**src/rtl/wkup_pkg.sv**
```systemverilog
package wkup_pkg;

    typedef enum logic [1:0] {
        LN_OFF   = 2'd0,
        LN_PRIME = 2'd1,
        LN_WATCH = 2'd2
    } line_state_e;

    localparam logic [2:0] A_ENABLE = 3'd0;
    localparam logic [2:0] A_POLAR  = 3'd1;
    localparam logic [2:0] A_SELECT = 3'd2;
    localparam logic [2:0] A_STATUS = 3'd3;
    localparam logic [2:0] A_CLEAR  = 3'd4;

endpackage

```
**src/rtl/wkup_sync.sv**
```systemverilog
module wkup_sync #(
    parameter int W      = 32,
    parameter int STAGES = 2
) (
    input  logic         clk,
    input  logic         rst_n,
    input  logic [W-1:0] d,
    output logic [W-1:0] q
);

    logic [W-1:0] chain [STAGES];

    always_ff @(posedge clk or negedge rst_n) begin
        if (!rst_n) begin
            for (int i = 0; i < STAGES; i++) chain[i] <= '0;
        end else begin
            chain[0] <= d;
            for (int i = 1; i < STAGES; i++) chain[i] <= chain[i-1];
        end
    end

    assign q = chain[STAGES-1];

endmodule

```
**src/rtl/wkup_line.sv**
```systemverilog
module wkup_line
    import wkup_pkg::*;
#(
    parameter int SEL_W   = 2,
    parameter bit PRESENT = 1'b1
) (
    input  logic                    clk,
    input  logic                    rst_n,
    input  logic                    en_wr,
    input  logic                    en_bit,
    input  logic                    pol_wr,
    input  logic                    pol_bit,
    input  logic                    sel_wr,
    input  logic [SEL_W-1:0]        sel_bits,
    input  logic [(1<<SEL_W)-1:0]   cand_sync,
    input  logic                    clr,
    output logic                    en_o,
    output logic                    pol_o,
    output logic [SEL_W-1:0]        sel_o,
    output logic                    flag_o
);

    generate
        if (PRESENT) begin : g_on
            line_state_e      state_q, state_d;
            logic             en_q, pol_q;
            logic [SEL_W-1:0] sel_q;
            logic             prev_q, flag_q;
            logic             cfg_chg, turn_off, lvl, hit;

            // configuration fields
            always_ff @(posedge clk or negedge rst_n) begin
                if (!rst_n) begin
                    en_q  <= 1'b0;
                    pol_q <= 1'b0;
                    sel_q <= '0;
                end else begin
                    if (en_wr)  en_q  <= en_bit;
                    if (pol_wr) pol_q <= pol_bit;
                    if (sel_wr) sel_q <= sel_bits;
                end
            end

            assign cfg_chg  = (pol_wr && (pol_bit != pol_q)) ||
                              (sel_wr && (sel_bits != sel_q));
            assign turn_off = en_wr && !en_bit;

            // next state
            always_comb begin
                state_d = state_q;
                unique case (state_q)
                    LN_OFF: begin
                        if (en_wr && en_bit) state_d = LN_PRIME;
                    end
                    LN_PRIME: begin
                        if (turn_off)     state_d = LN_OFF;
                        else if (cfg_chg) state_d = LN_PRIME;
                        else              state_d = LN_WATCH;
                    end
                    LN_WATCH: begin
                        if (turn_off)     state_d = LN_OFF;
                        else if (cfg_chg) state_d = LN_PRIME;
                    end
                    default: state_d = LN_OFF;
                endcase
            end

            // state register
            always_ff @(posedge clk or negedge rst_n) begin
                if (!rst_n) state_q <= LN_OFF;
                else        state_q <= state_d;
            end

            // level seen through the selected source and polarity
            assign lvl = cand_sync[sel_q] ^ pol_q;
            assign hit = (state_q == LN_WATCH) && lvl && !prev_q;

            // outputs: reference level and flag, set has priority
            always_ff @(posedge clk or negedge rst_n) begin
                if (!rst_n) begin
                    prev_q <= 1'b0;
                    flag_q <= 1'b0;
                end else begin
                    prev_q <= lvl;
                    if (hit)      flag_q <= 1'b1;
                    else if (clr) flag_q <= 1'b0;
                end
            end

            assign en_o   = en_q;
            assign pol_o  = pol_q;
            assign sel_o  = sel_q;
            assign flag_o = flag_q;
        end else begin : g_off
            logic unused_inputs;
            assign unused_inputs = ^{clk, rst_n, en_wr, en_bit, pol_wr, pol_bit,
                                     sel_wr, sel_bits, cand_sync, clr};
            assign en_o   = 1'b0;
            assign pol_o  = 1'b0;
            assign sel_o  = '0;
            assign flag_o = 1'b0;
        end
    endgenerate

endmodule

```
**src/rtl/wkup_line_ctrl.sv**
```systemverilog
module wkup_line_ctrl
    import wkup_pkg::*;
#(
    parameter int                   NUM_LINES   = 8,
    parameter logic [NUM_LINES-1:0] LINE_MASK   = '1,
    parameter int                   SEL_W       = 2,
    parameter int                   SYNC_STAGES = 2,
    parameter int                   CAND_PER    = 1 << SEL_W,
    parameter int                   CAND_W      = NUM_LINES * CAND_PER,
    parameter int                   DATA_W      = NUM_LINES * SEL_W
) (
    input  logic                 clk,
    input  logic                 rst_n,
    input  logic                 reg_wr,
    input  logic [2:0]           reg_addr,
    input  logic [DATA_W-1:0]    reg_wdata,
    output logic [DATA_W-1:0]    reg_rdata,
    input  logic [CAND_W-1:0]    wake_cand,
    output logic [NUM_LINES-1:0] wake_flags,
    output logic                 wake_req,
    output logic                 wake_irq
);

    logic                 wr_en, wr_pol, wr_sel, wr_clr;
    logic [CAND_W-1:0]    cand_s;
    logic [NUM_LINES-1:0] en_vec, pol_vec, flag_vec;
    logic [DATA_W-1:0]    sel_vec;
    logic                 irq_q;

    assign wr_en  = reg_wr && (reg_addr == A_ENABLE);
    assign wr_pol = reg_wr && (reg_addr == A_POLAR);
    assign wr_sel = reg_wr && (reg_addr == A_SELECT);
    assign wr_clr = reg_wr && (reg_addr == A_CLEAR);

    wkup_sync #(.W(CAND_W), .STAGES(SYNC_STAGES)) u_sync (
        .clk   (clk),
        .rst_n (rst_n),
        .d     (wake_cand),
        .q     (cand_s)
    );

    for (genvar n = 0; n < NUM_LINES; n++) begin : g_line
        wkup_line #(.SEL_W(SEL_W), .PRESENT(LINE_MASK[n])) u_line (
            .clk       (clk),
            .rst_n     (rst_n),
            .en_wr     (wr_en),
            .en_bit    (reg_wdata[n]),
            .pol_wr    (wr_pol),
            .pol_bit   (reg_wdata[n]),
            .sel_wr    (wr_sel),
            .sel_bits  (reg_wdata[n*SEL_W +: SEL_W]),
            .cand_sync (cand_s[n*CAND_PER +: CAND_PER]),
            .clr       (wr_clr && reg_wdata[n]),
            .en_o      (en_vec[n]),
            .pol_o     (pol_vec[n]),
            .sel_o     (sel_vec[n*SEL_W +: SEL_W]),
            .flag_o    (flag_vec[n])
        );
    end

    always_comb begin
        case (reg_addr)
            A_ENABLE: reg_rdata = DATA_W'(en_vec);
            A_POLAR:  reg_rdata = DATA_W'(pol_vec);
            A_SELECT: reg_rdata = sel_vec;
            A_STATUS: reg_rdata = DATA_W'(flag_vec);
            default:  reg_rdata = '0;
        endcase
    end

    always_ff @(posedge clk or negedge rst_n) begin
        if (!rst_n) irq_q <= 1'b0;
        else        irq_q <= |flag_vec;
    end

    assign wake_flags = flag_vec;
    assign wake_req   = |flag_vec;
    assign wake_irq   = irq_q;

endmodule

```
**config.mk**
```make
export PLATFORM = sky130hd
export DESIGN_NAME = wkup_line_ctrl
export DESIGN_NICKNAME = d
export VERILOG_FILES = /design/src/rtl/wkup_pkg.sv /design/src/rtl/wkup_sync.sv /design/src/rtl/wkup_line.sv /design/src/rtl/wkup_line_ctrl.sv
export SDC_FILE = /design/constraint.sdc
export NUM_CORES = 1
export LEC_CHECK = 0
export BUFFER_PORTS_ARGS = -buffer_cell sky130_fd_sc_hd__buf_2
export CAP_MARGIN = 20
export CORE_ASPECT_RATIO = 2
export CORE_MARGIN = 2
export CORE_UTILIZATION = 50
export DETAILED_ROUTE_END_ITERATION = 8
export GPL_ROUTABILITY_DRIVEN = 0
export PLACE_DENSITY = 0.74
export SLEW_MARGIN = 20
export SYNTH_ARGS = -nofsm -noshare
export SYNTH_HDL_FRONTEND = slang
export SYNTH_SLANG_ARGS = --single-unit
```
**constraint.sdc**
```tcl
create_clock -name clk -period 1.6 [get_ports clk]
set_input_delay 0.16 -clock clk [delete_from_list [all_inputs] [get_ports clk]]
set_output_delay 0.16 -clock clk [all_outputs]
set_load 0.01 [all_outputs]
```
==> metrics.yaml, run 1 <==
sta:
  hold_viol: 0
  worst_slack_ns: -0.127
  rsz0062_at_grt: "yes"
  fmax_ghz: 0.579
  worstMarginPinSlew_ns: 0.491
  fin_crit_sh_pct: 108
  hold_slack_ns: 0.0143
  setup_viol: 9
  finalMaxSlewViolations: 0
  layout_min_cycle_time_ns: 1.73
  max-slew-margin-rel_pct: 67.3
  skew_ns: 0.00340
  fin_setup_tns_ns: -0.901
synthesis:
  syn_avg_cell_area_um2: 13.8
  ys.flop_type: "dfrtp_1"
  yosys.area.top_type: "dfrtp_1"
  syn_nets: 429
  synth-edff-count: 0
  synth_common_cells: "129 x dfrtp_1, 32 x nand2_1, 31 x mux2_2, 31 x xor2_1, 23 x nor2_1"
  seq_area_frac_synth_pct: 62.2
  yosys-top-cells-area: "dfrtp_1 62%, mux4_2 6.9%, mux2_2 6.7%"
  syn-cell-area_um2: 5190
  synth_async_sr_flop_share_pct: 100
  ys_ff_latch: 129
  synth_top_area_share_pct: 62.2
  yosys_warnings: 0
  ys_types: 31
  synth_most_common_cell: "dfrtp_1"
  synthCells: 375
clock_network:
  insertion_delay_ns: 0.41
  cts_sinks: 129
  root_buffer: "clkbuf_16"
  cts_made_buffers: 17
  cts_tree: "built"
  cts_buffer_depth: 2
  clkTransAtPathRegs_ns: 0.05
  h-tree-depth: 4
worst_setup_path:
  reg2reg_from: "g_line[1].u_line.sel_o[0]"
  path_cells: "mux4_2 > nor2b_4 > buf_6"
  cp_slowest_cell: "mux4_2"
  required_ns: 1.44
  critPathTopFamily: "multiplexers"
  endpoint_kind: "primary output"
  startpoint_type: "register"
  worstPathMaxFanout: 2
  rr_endpoint: "g_line[1].u_line.flag_o"
  max_stage_delay_ns: 0.50
  reg2reg_slack_ns: 0.01
  crit_buf_inv: 1
  reg2reg_depth: 4
  arrival_ns: 1.57
  worstSetupPathType: "register to primary output"
global_route:
  overflow: 0
  use_met3_pct: 5.95
  grt_pass1_vias: 3957
  antenna_found_initial: 0
  grt_pass1_wl_mm: 19.1
  use_met2_pct: 41.2
  globalRouteMet1Util_pct: 23.0
  grt_busiest_layer: "met2"
  grt_max_degree: 41
  grt_use_total_pct: 22.7
die:
  ios: 80
  die_w_um: 76.0
  num_rows: 52
  start_util_pct: 51.4
  core_um2: 10100
  die-area_um2: 11300
  die-height_um: 148
worst_hold_path:
  hold_path_depth: 2
  worstHoldPathType: "input port to register"
  hold_path_end: "g_line[7].u_line.sel_o[0]"
  worstHoldStart: "reg_wdata[14]"
layout:
  fin_nets: 583
  drive_above_1_share_pct: 41.0
  multi_input_area_um2: 1860
  antennaDiodeCount: 0
  fillCellCount: 718
  ff_latch_area_um2: 3240
  area_delta_synth_final_pct: 35.8
run_status:
  status: "finished with violations"
  violations: "setup timing"
power_and_ir_drop:
  power_density_nw_per_um2: 1530
  p_int_mw: 7.75
  p_switching_mw: 3.03
  p_sw_share_pct: 28.1
  p_comb_share_pct: 24.9
  clkPwrFrac_pct: 33.5
  seq_power_share_pct: 41.6
  power.leakage_nw: 3.21
  ir_worst_vdd_uv: 967
drt:
  wire_per_inst_um: 17.1
  antenna_left: 0
  wirelength_mm: 11.6
  post_drt_via_cell_ratio: 5.21
  vias: 3523
  first_pass_iters: 4
  drc_errors: 0
  drt_iter0_markers: 217
run:
  maxCapViolCount: 0
placement:
  io_buffers: 79
  hpwl_mm: 7.61
[flip-flops by register name, indices dropped and copies added (netlist names)]
register,flops
u_sync.chain,32
u_sync.q,32
g_line.u_line.g_on.state_q,16
g_line.u_line.sel_o,16
g_line.u_line.en_o,8
g_line.u_line.flag_o,8
g_line.u_line.g_on.prev_q,8
g_line.u_line.pol_o,8
wake_irq,1
[layout by cell type (no fill, tap or decap), drive strengths merged, types with 9 or more instances in the layout]
master	synthesis	layout
and2	9	9
buf	24	127
clkbuf	2	20
dfrtp	129	129
dlygate4sd3	0	34
mux2	32	32
mux4	16	16
nand2	33	33
nor2	23	23
nor2b	9	9
xnor2	10	10
xor2	31	31
[timing repair]
item / 4_1_cts / 5_1_grt
buffers inserted: 24 / 4
gates resized for setup: 23 / 5
hold buffers: 34 / 0
setup endpoints to repair: 10 / 11
endpoints found under the hold margin: 67 / 0
pin swaps: 2 / 2
[cell type report]
cell class | instances | area share (%)
Clock inverter | 11 | 1.63
Clock buffer | 20 | 6.34
Timing Repair Buffer | 161 | 17.2
Sequential cell | 129 | 45.9
Inverter | 1 | 0.0533
Multi-Input combinational cell | 219 | 26.4
Tap cell | 135 | 2.40
[per-stage QoR]
stage / cells / util [%] / setup slack [ns] / area, um^2 / power, mW
floorplan: 375 / - / 0.193 / 5190 / 5.96
global placement: 585 / 57.8 / -0.0324 / 5830 / 6.55
detailed placement: 585 / 57.8 / -0.0452 / 5830 / 6.71
CTS: 674 / 69.5 / -0.133 / 7000 / 10.8
global route: 676 / 69.9 / -0.175 / 7050 / 11.3
finish: 676 / 69.9 / -0.127 / 7050 / 10.8
[power by group through the flow]
stage	clock (mW)	combinational, mW	sequential (mW)
after global routing	3.83	2.94	4.55
after floorplan	0	1.53	4.43
after detailed placement	0	2.10	4.60
after global placement	0	2.00	4.55
final	3.61	2.69	4.48
after CTS	3.69	2.61	4.47
[worst reg2reg max path: stages, from the launching register on]
cell and delay, ns:
dfrtp_2 0.37, buf_6 0.12, mux4_2 0.55, xor2_1 0.18
a32o_1 0.25
[routing by layer]
layer,wire [um],share of wire [%]
met5,0,0
met3,515,4.4
met4,510,4.4
met1,4060,35
met2,6500,56
[how the worst max path moves through the flow]
stage,startpoint,endpoint,slack (ns),depth (start not counted)
3_3_place_gp,g_line[1].u_line.sel_o[0],g_line[1].u_line.flag_o,-0.03,3
6_report,g_line[6].u_line.flag_o,reg_rdata[6],-0.13,3
5_1_grt,g_line[7].u_line.flag_o,reg_rdata[7],-0.17,3
2_1_floorplan,g_line[0].u_line.sel_o[0],g_line[0].u_line.flag_o,0.19,3
4_1_cts,g_line[4].u_line.flag_o,reg_rdata[4],-0.13,3
3_5_place_dp,g_line[1].u_line.sel_o[0],g_line[1].u_line.flag_o,-0.05,3
[cells by family (layout without fill, tap and decap cells)]
kind of cell,count (synthesis),after routing,share of synthesized area [%]
flops,129,129,62.2
simple gates,96,96,9.19
mux,48,48,13.9
xor+xnor,41,41,6.92
compound gates,34,34,4.78
buf+inv,27,193,2.99
No activity file was read; power rests on OpenSTA's default activity.
==> inputs of run 2 (changes only) <==
--- a/config.mk
+++ b/config.mk
@@ -13,6 +13,7 @@
 export DETAILED_ROUTE_END_ITERATION = 8
 export GPL_ROUTABILITY_DRIVEN = 0
 export PLACE_DENSITY = 0.74
+export REMOVE_ABC_BUFFERS = 1
 export SLEW_MARGIN = 20
 export SYNTH_ARGS = -nofsm -noshare
 export SYNTH_HDL_FRONTEND = slang
==> run 2 against run 1 <==
Against the previous run:
- cell count rose by 0.30%
- sequential share of layout area fell by 0.20 points
- the run still ends with setup timing left
- via count rose by 0.85%
- non-clock buffer count rose by 1
- largest power group unchanged
- sequential cell count did not move
- sequential power barely moved
- total power rose by 0.85%
- count of clock-buffer cells in the layout fell by 1
- clock power rose by 4%
- first-iteration DRC count rose by 23%
==> metrics.yaml, run 2 (synthesis gave the netlist of run 1 again) <==
global_route:
  grt_pass1_wl_mm: 18.6
  grt_max_degree: 42
  grt_pass1_vias: 3852
  antenna_found_initial: 0
  overflow: 0
  grt_use_total_pct: 21.9
clock_network:
  cts_tree: "built"
  cts_made_buffers: 17
  root_buffer: "clkbuf_16"
  cts_buffer_depth: 2
  cts_sinks: 129
  insertion_delay_ns: 0.41
  h-tree-depth: 4
  clkTransAtPathRegs_ns: 0.05
sta:
  hold_slack_ns: 0.0204
  fin_crit_sh_pct: 108
  fmax_ghz: 0.579
  finalMaxSlewViolations: 0
  max-slew-margin-rel_pct: 68.9
  skew_ns: 0.00815
  layout_min_cycle_time_ns: 1.73
  worstMarginPinSlew_ns: 0.466
  hold_viol: 0
  setup_viol: 9
  worst_slack_ns: -0.127
  rsz0062_at_grt: "yes"
drt:
  post_drt_via_cell_ratio: 5.24
  drc_errors: 0
  drt_iter0_markers: 266
  antenna_left: 0
  first_pass_iters: 4
  wirelength_mm: 11.4
  wire_per_inst_um: 16.8
  vias: 3553
power_and_ir_drop:
  power.leakage_nw: 3.23
  power_density_nw_per_um2: 1540
  total_power_mw: 10.9
  ir_worst_vdd_uv: 1010
die:
  ios: 80
  die-height_um: 148
  die-area_um2: 11300
  num_rows: 52
  start_util_pct: 51.4
  die_w_um: 76.0
  core_um2: 10100
worst_setup_path:
  required_ns: 1.44
  max_stage_delay_ns: 0.48
  path_cells: "mux4_2 > nor2b_1 > buf_2"
  endpoint_kind: "primary output"
  arrival_ns: 1.57
  cp_slowest_cell: "mux4_2"
  startpoint_type: "register"
  worstPathMaxFanout: 2
  worstSetupPathType: "register to primary output"
layout:
  fillCellCount: 669
  fin_nets: 584
  antennaDiodeCount: 0
  area_delta_synth_final_pct: 36.1
  final_common_cell: "dfrtp_1"
  drive_above_1_share_pct: 39.6
  mostFrequentLayoutCells: "128 x dfrtp_1, 75 x buf_2, 38 x buf_4"
run:
  maxCapViolCount: 0
placement:
  hpwl_mm: 7.38
  dp_slack_ns: -0.0341
  io_buffers: 79
run_status:
  violations: "setup timing"
  status: "finished with violations"
worst_hold_path:
  worstHoldPathType: "input port to register"
[run 2: metal layers]
layer	share of wire (%)	global-route usage [%]	wire, um	vias up
met3	4.0	5.58	458	32
met5	0	0	0	-
met1	37	23.2	4200	1803
li1	-	-	-	1609
met4	3.5	10.9	400	0
met2	56	40.0	6330	109
[run 2: layout make-up]
class / count / area [um^2] / share of cell area [%]
Sequential cell: 129 / 3230 / 45.7
Timing Repair Buffer: 162 / 1220 / 17.3
Clock buffer: 19 / 453 / 6.42
Inverter: 1 / 3.75 / 0.0532
Tap cell: 135 / 169 / 2.39
Clock inverter: 13 / 138 / 1.95
Multi-Input combinational cell: 219 / 1850 / 26.2
[run 2: power breakdown]
part / switching (mW) / leakage (nW) / internal [mW]
Combinational: 1.13 / 1.43 / 1.52
Clock: 1.38 / 0.285 / 2.37
Sequential: 0.558 / 1.51 / 3.91
Total: 3.07 / 3.23 / 7.80
[run 2: repair_timing]
item	in CTS	in global routing
resized for setup	12	4
endpoints found under the setup margin	9	9
hold buffers	37	0
buffers inserted	23	2
hold endpoints to repair	67	0
pin swaps	3	1
[run 2: worst max-delay path, delay by kind of cell, from the launching register on]
kind / cells / cell delay (ns)
buf+inv: 1 / 0.13
flops: 1 / 0.40
mux: 1 / 0.48
simple gates: 1 / 0.15
[run 2: final timing paths]
| check | start | to | slack [ns] | cells past startpoint |
|---|---|---|---|---|
| max | g_line[2].u_line.flag_o | reg_rdata[2] | -0.13 | 3 |
| min | reg_wdata[11] | g_line[5].u_line.sel_o[1] | 0.02 | 2 |
| max reg2reg | g_line[0].u_line.sel_o[0] | g_line[0].u_line.flag_o | 0.06 | 4 |
| min reg2reg | u_sync.chain[44] | u_sync.q[12] | 0.34 | 0 |
| max in group asynchronous | rst_n | g_line[3].u_line.sel_o[1] | 0.77 | 3 |
| min in group asynchronous | rst_n | u_sync.chain[55] | 0.25 | 2 |
[run 2: through the flow]
stage	utilization [%]	TNS, ns	std cells	area, um^2
3_3_place_gp	58.0	-0.0242	586	5850
4_1_cts	69.6	-0.973	676	7020
2_1_floorplan	-	0	349	5040
6_report	70.0	-0.875	678	7060
3_5_place_dp	58.0	-0.0341	586	5850
5_1_grt	70.0	-1.25	678	7060
==> inputs of run 3 (changes only) <==
--- a/config.mk
+++ b/config.mk
@@ -8,7 +8,7 @@
 export BUFFER_PORTS_ARGS = -buffer_cell sky130_fd_sc_hd__buf_2
 export CAP_MARGIN = 20
 export CORE_ASPECT_RATIO = 2
-export CORE_MARGIN = 2
+export CORE_MARGIN = 8
 export CORE_UTILIZATION = 50
 export DETAILED_ROUTE_END_ITERATION = 8
 export GPL_ROUTABILITY_DRIVEN = 0
==> run 3 against run 2 <==
Against the previous run:
- the flow still finishes with violations (setup timing)
- cell count fell by 0.59%
- hold slack got worse by 0.0040 ns
- maximum frequency fell by 0.13%
- first-iteration DRC count fell by 44%
- critical path depth did not move
- non-clock buffer count fell by 4
- combinational power fell by 2%
- critical path type unchanged
==> metrics.yaml, run 3 (synthesis gave the netlist of run 1 again) <==
layout:
  drive_above_1_share_pct: 40.4
  fin_cells: 674
  mostFrequentLayoutCells: "124 x dfrtp_1, 74 x buf_2, 38 x buf_4"
  area_delta_synth_final_pct: 36.5
  fin_nets: 580
  fillCellCount: 678
  multi_input_area_um2: 1850
  final_common_cell: "dfrtp_1"
  antennaDiodeCount: 0
  ff_latch_area_um2: 3230
worst_setup_path:
  reg2reg_from: "g_line[5].u_line.flag_o"
  startpoint_type: "register"
  worstSetupPathType: "register to primary output"
  worstPathMaxFanout: 2
  startpoint: "g_line[6].u_line.flag_o"
  endpoint_kind: "primary output"
  required_ns: 1.44
  arrival_ns: 1.57
sta:
  rsz0062_at_grt: "yes"
  fin_crit_sh_pct: 108
  worst_slack_ns: -0.129
  fmax_ghz: 0.578
  skew_ns: 0.00745
  worstMarginPinSlew_ns: 0.445
  max-slew-margin-rel_pct: 70.3
  finalMaxSlewViolations: 0
  layout_min_cycle_time_ns: 1.73
  hold_viol: 0
  setup_viol: 10
drt:
  wirelength_mm: 12.0
  dr.max_layer_used: "met4"
  met1Wirelength_mm: 4.08
  drt_iter0_markers: 148
  post_drt_via_cell_ratio: 5.27
  wire_per_inst_um: 17.8
  drc_errors: 0
  route.met3.wl_um: 717
  antenna_left: 0
  first_pass_iters: 4
  wl_met2_mm: 6.76
  vias: 3550
global_route:
  grt_pass1_vias: 4043
  grt_pass1_wl_mm: 19.6
  grt_max_degree: 44
  antenna_found_initial: 0
  grt_use_total_pct: 18.4
  overflow: 0
run_status:
  status: "finished with violations"
  violations: "setup timing"
clock_network:
  cts_tree: "built"
  insertion_delay_ns: 0.41
  cts_buffer_depth: 2
  root_buffer: "clkbuf_16"
  clkTransAtPathRegs_ns: 0.05
  cts_made_buffers: 17
  h-tree-depth: 4
  cts_sinks: 129
worst_hold_path:
  worstHoldStart: "reg_wdata[8]"
  worstHoldPathType: "input port to register"
power_and_ir_drop:
  ir_worst_vdd_uv: 1320
  power_density_nw_per_um2: 1580
  power.leakage_nw: 3.23
die:
  die-area_um2: 14100
  ios: 80
  die_w_um: 88.0
  die-height_um: 160
  core_um2: 10100
  start_util_pct: 51.4
  num_rows: 52
placement:
  dp_cells: 582
  hpwl_mm: 7.86
  dp_slack_ns: 0.0599
  io_buffers: 79
run:
  maxCapViolCount: 0
-- run 3: cell types whose count changed in the layout (fill, tap and decap cells not counted), sizes merged --
cell | before | now
bufinv | 2 | 5
clkbuf | 19 | 18
dlygate4sd3 | 37 | 34
buf | 125 | 124
clkinv | 8 | 6
-- run 3: repair_timing --
| action | in CTS | in global routing |
|---|---|---|
| pin swaps | 2 | 2 |
| hold buffers | 34 | 0 |
| endpoints found under the hold margin | 61 | 0 |
| resized for setup | 16 | 3 |
| buffers inserted | 25 | 2 |
| setup endpoints to repair | 9 | 11 |
-- run 3: report_power, final --
| part | internal [mW] | switching [mW] | total, mW |
|---|---|---|---|
| clock | 2.76 | 1.37 | 4.13 |
| sequential | 3.92 | 0.544 | 4.46 |
| combinational | 1.47 | 1.13 | 2.60 |
| total | 8.14 | 3.05 | 11.2 |
-- run 3: cell type report --
| type | count | share of cell area (%) |
|---|---|---|
| sequential | 129 | 45.7 |
| timing repair buffer | 158 | 16.7 |
| clock inverter | 14 | 3.02 |
| clock buffer | 18 | 6.06 |
| tap | 135 | 2.39 |
| multi-input combinational | 219 | 26.1 |
| inverter | 1 | 0.0530 |
-- run 3: final timing paths --
check                      slack, ns                   endpoint  cells after the start
setup / recovery               -0.13               reg_rdata[6]                      3
hold / removal                  0.02  g_line[4].u_line.sel_o[0]                      2
setup reg to reg               -0.01                   wake_irq                      8
hold reg to reg                 0.34               u_sync.q[21]                      0
max in group asynchronous       0.78           u_sync.chain[42]                      3
min in group asynchronous       0.25               u_sync.q[24]                      2
-- run 3: per-layer routing --
| layer | vias up | global-route usage [%] |
|---|---|---|
| met3 | 27 | 6.38 |
| met5 | - | 0 |
| li1 | 1603 | - |
| met4 | 0 | 9.62 |
| met1 | 1819 | 17.8 |
| met2 | 101 | 32.8 |
-- run 3: worst max-delay path, stage by stage, from the launching register on --
cell	delay [ns]
dfrtp_1	0.40
mux4_2	0.49
nor2b_4	0.16
buf_6	0.12
-- run 3: per-stage QoR --
stage	area (um^2)	hold WS, ns	setup TNS [ns]	util (%)	power (mW)
after floorplan	5040	-0.136	0	-	5.78
after global placement	5820	0.133	0	57.7	6.53
after detailed placement	5820	0.136	0	57.7	6.69
after CTS	7050	0.00206	-0.986	69.9	11.2
after global routing	7080	0.00581	-1.33	70.2	11.7
final	7080	0.0163	-0.795	70.2	11.2
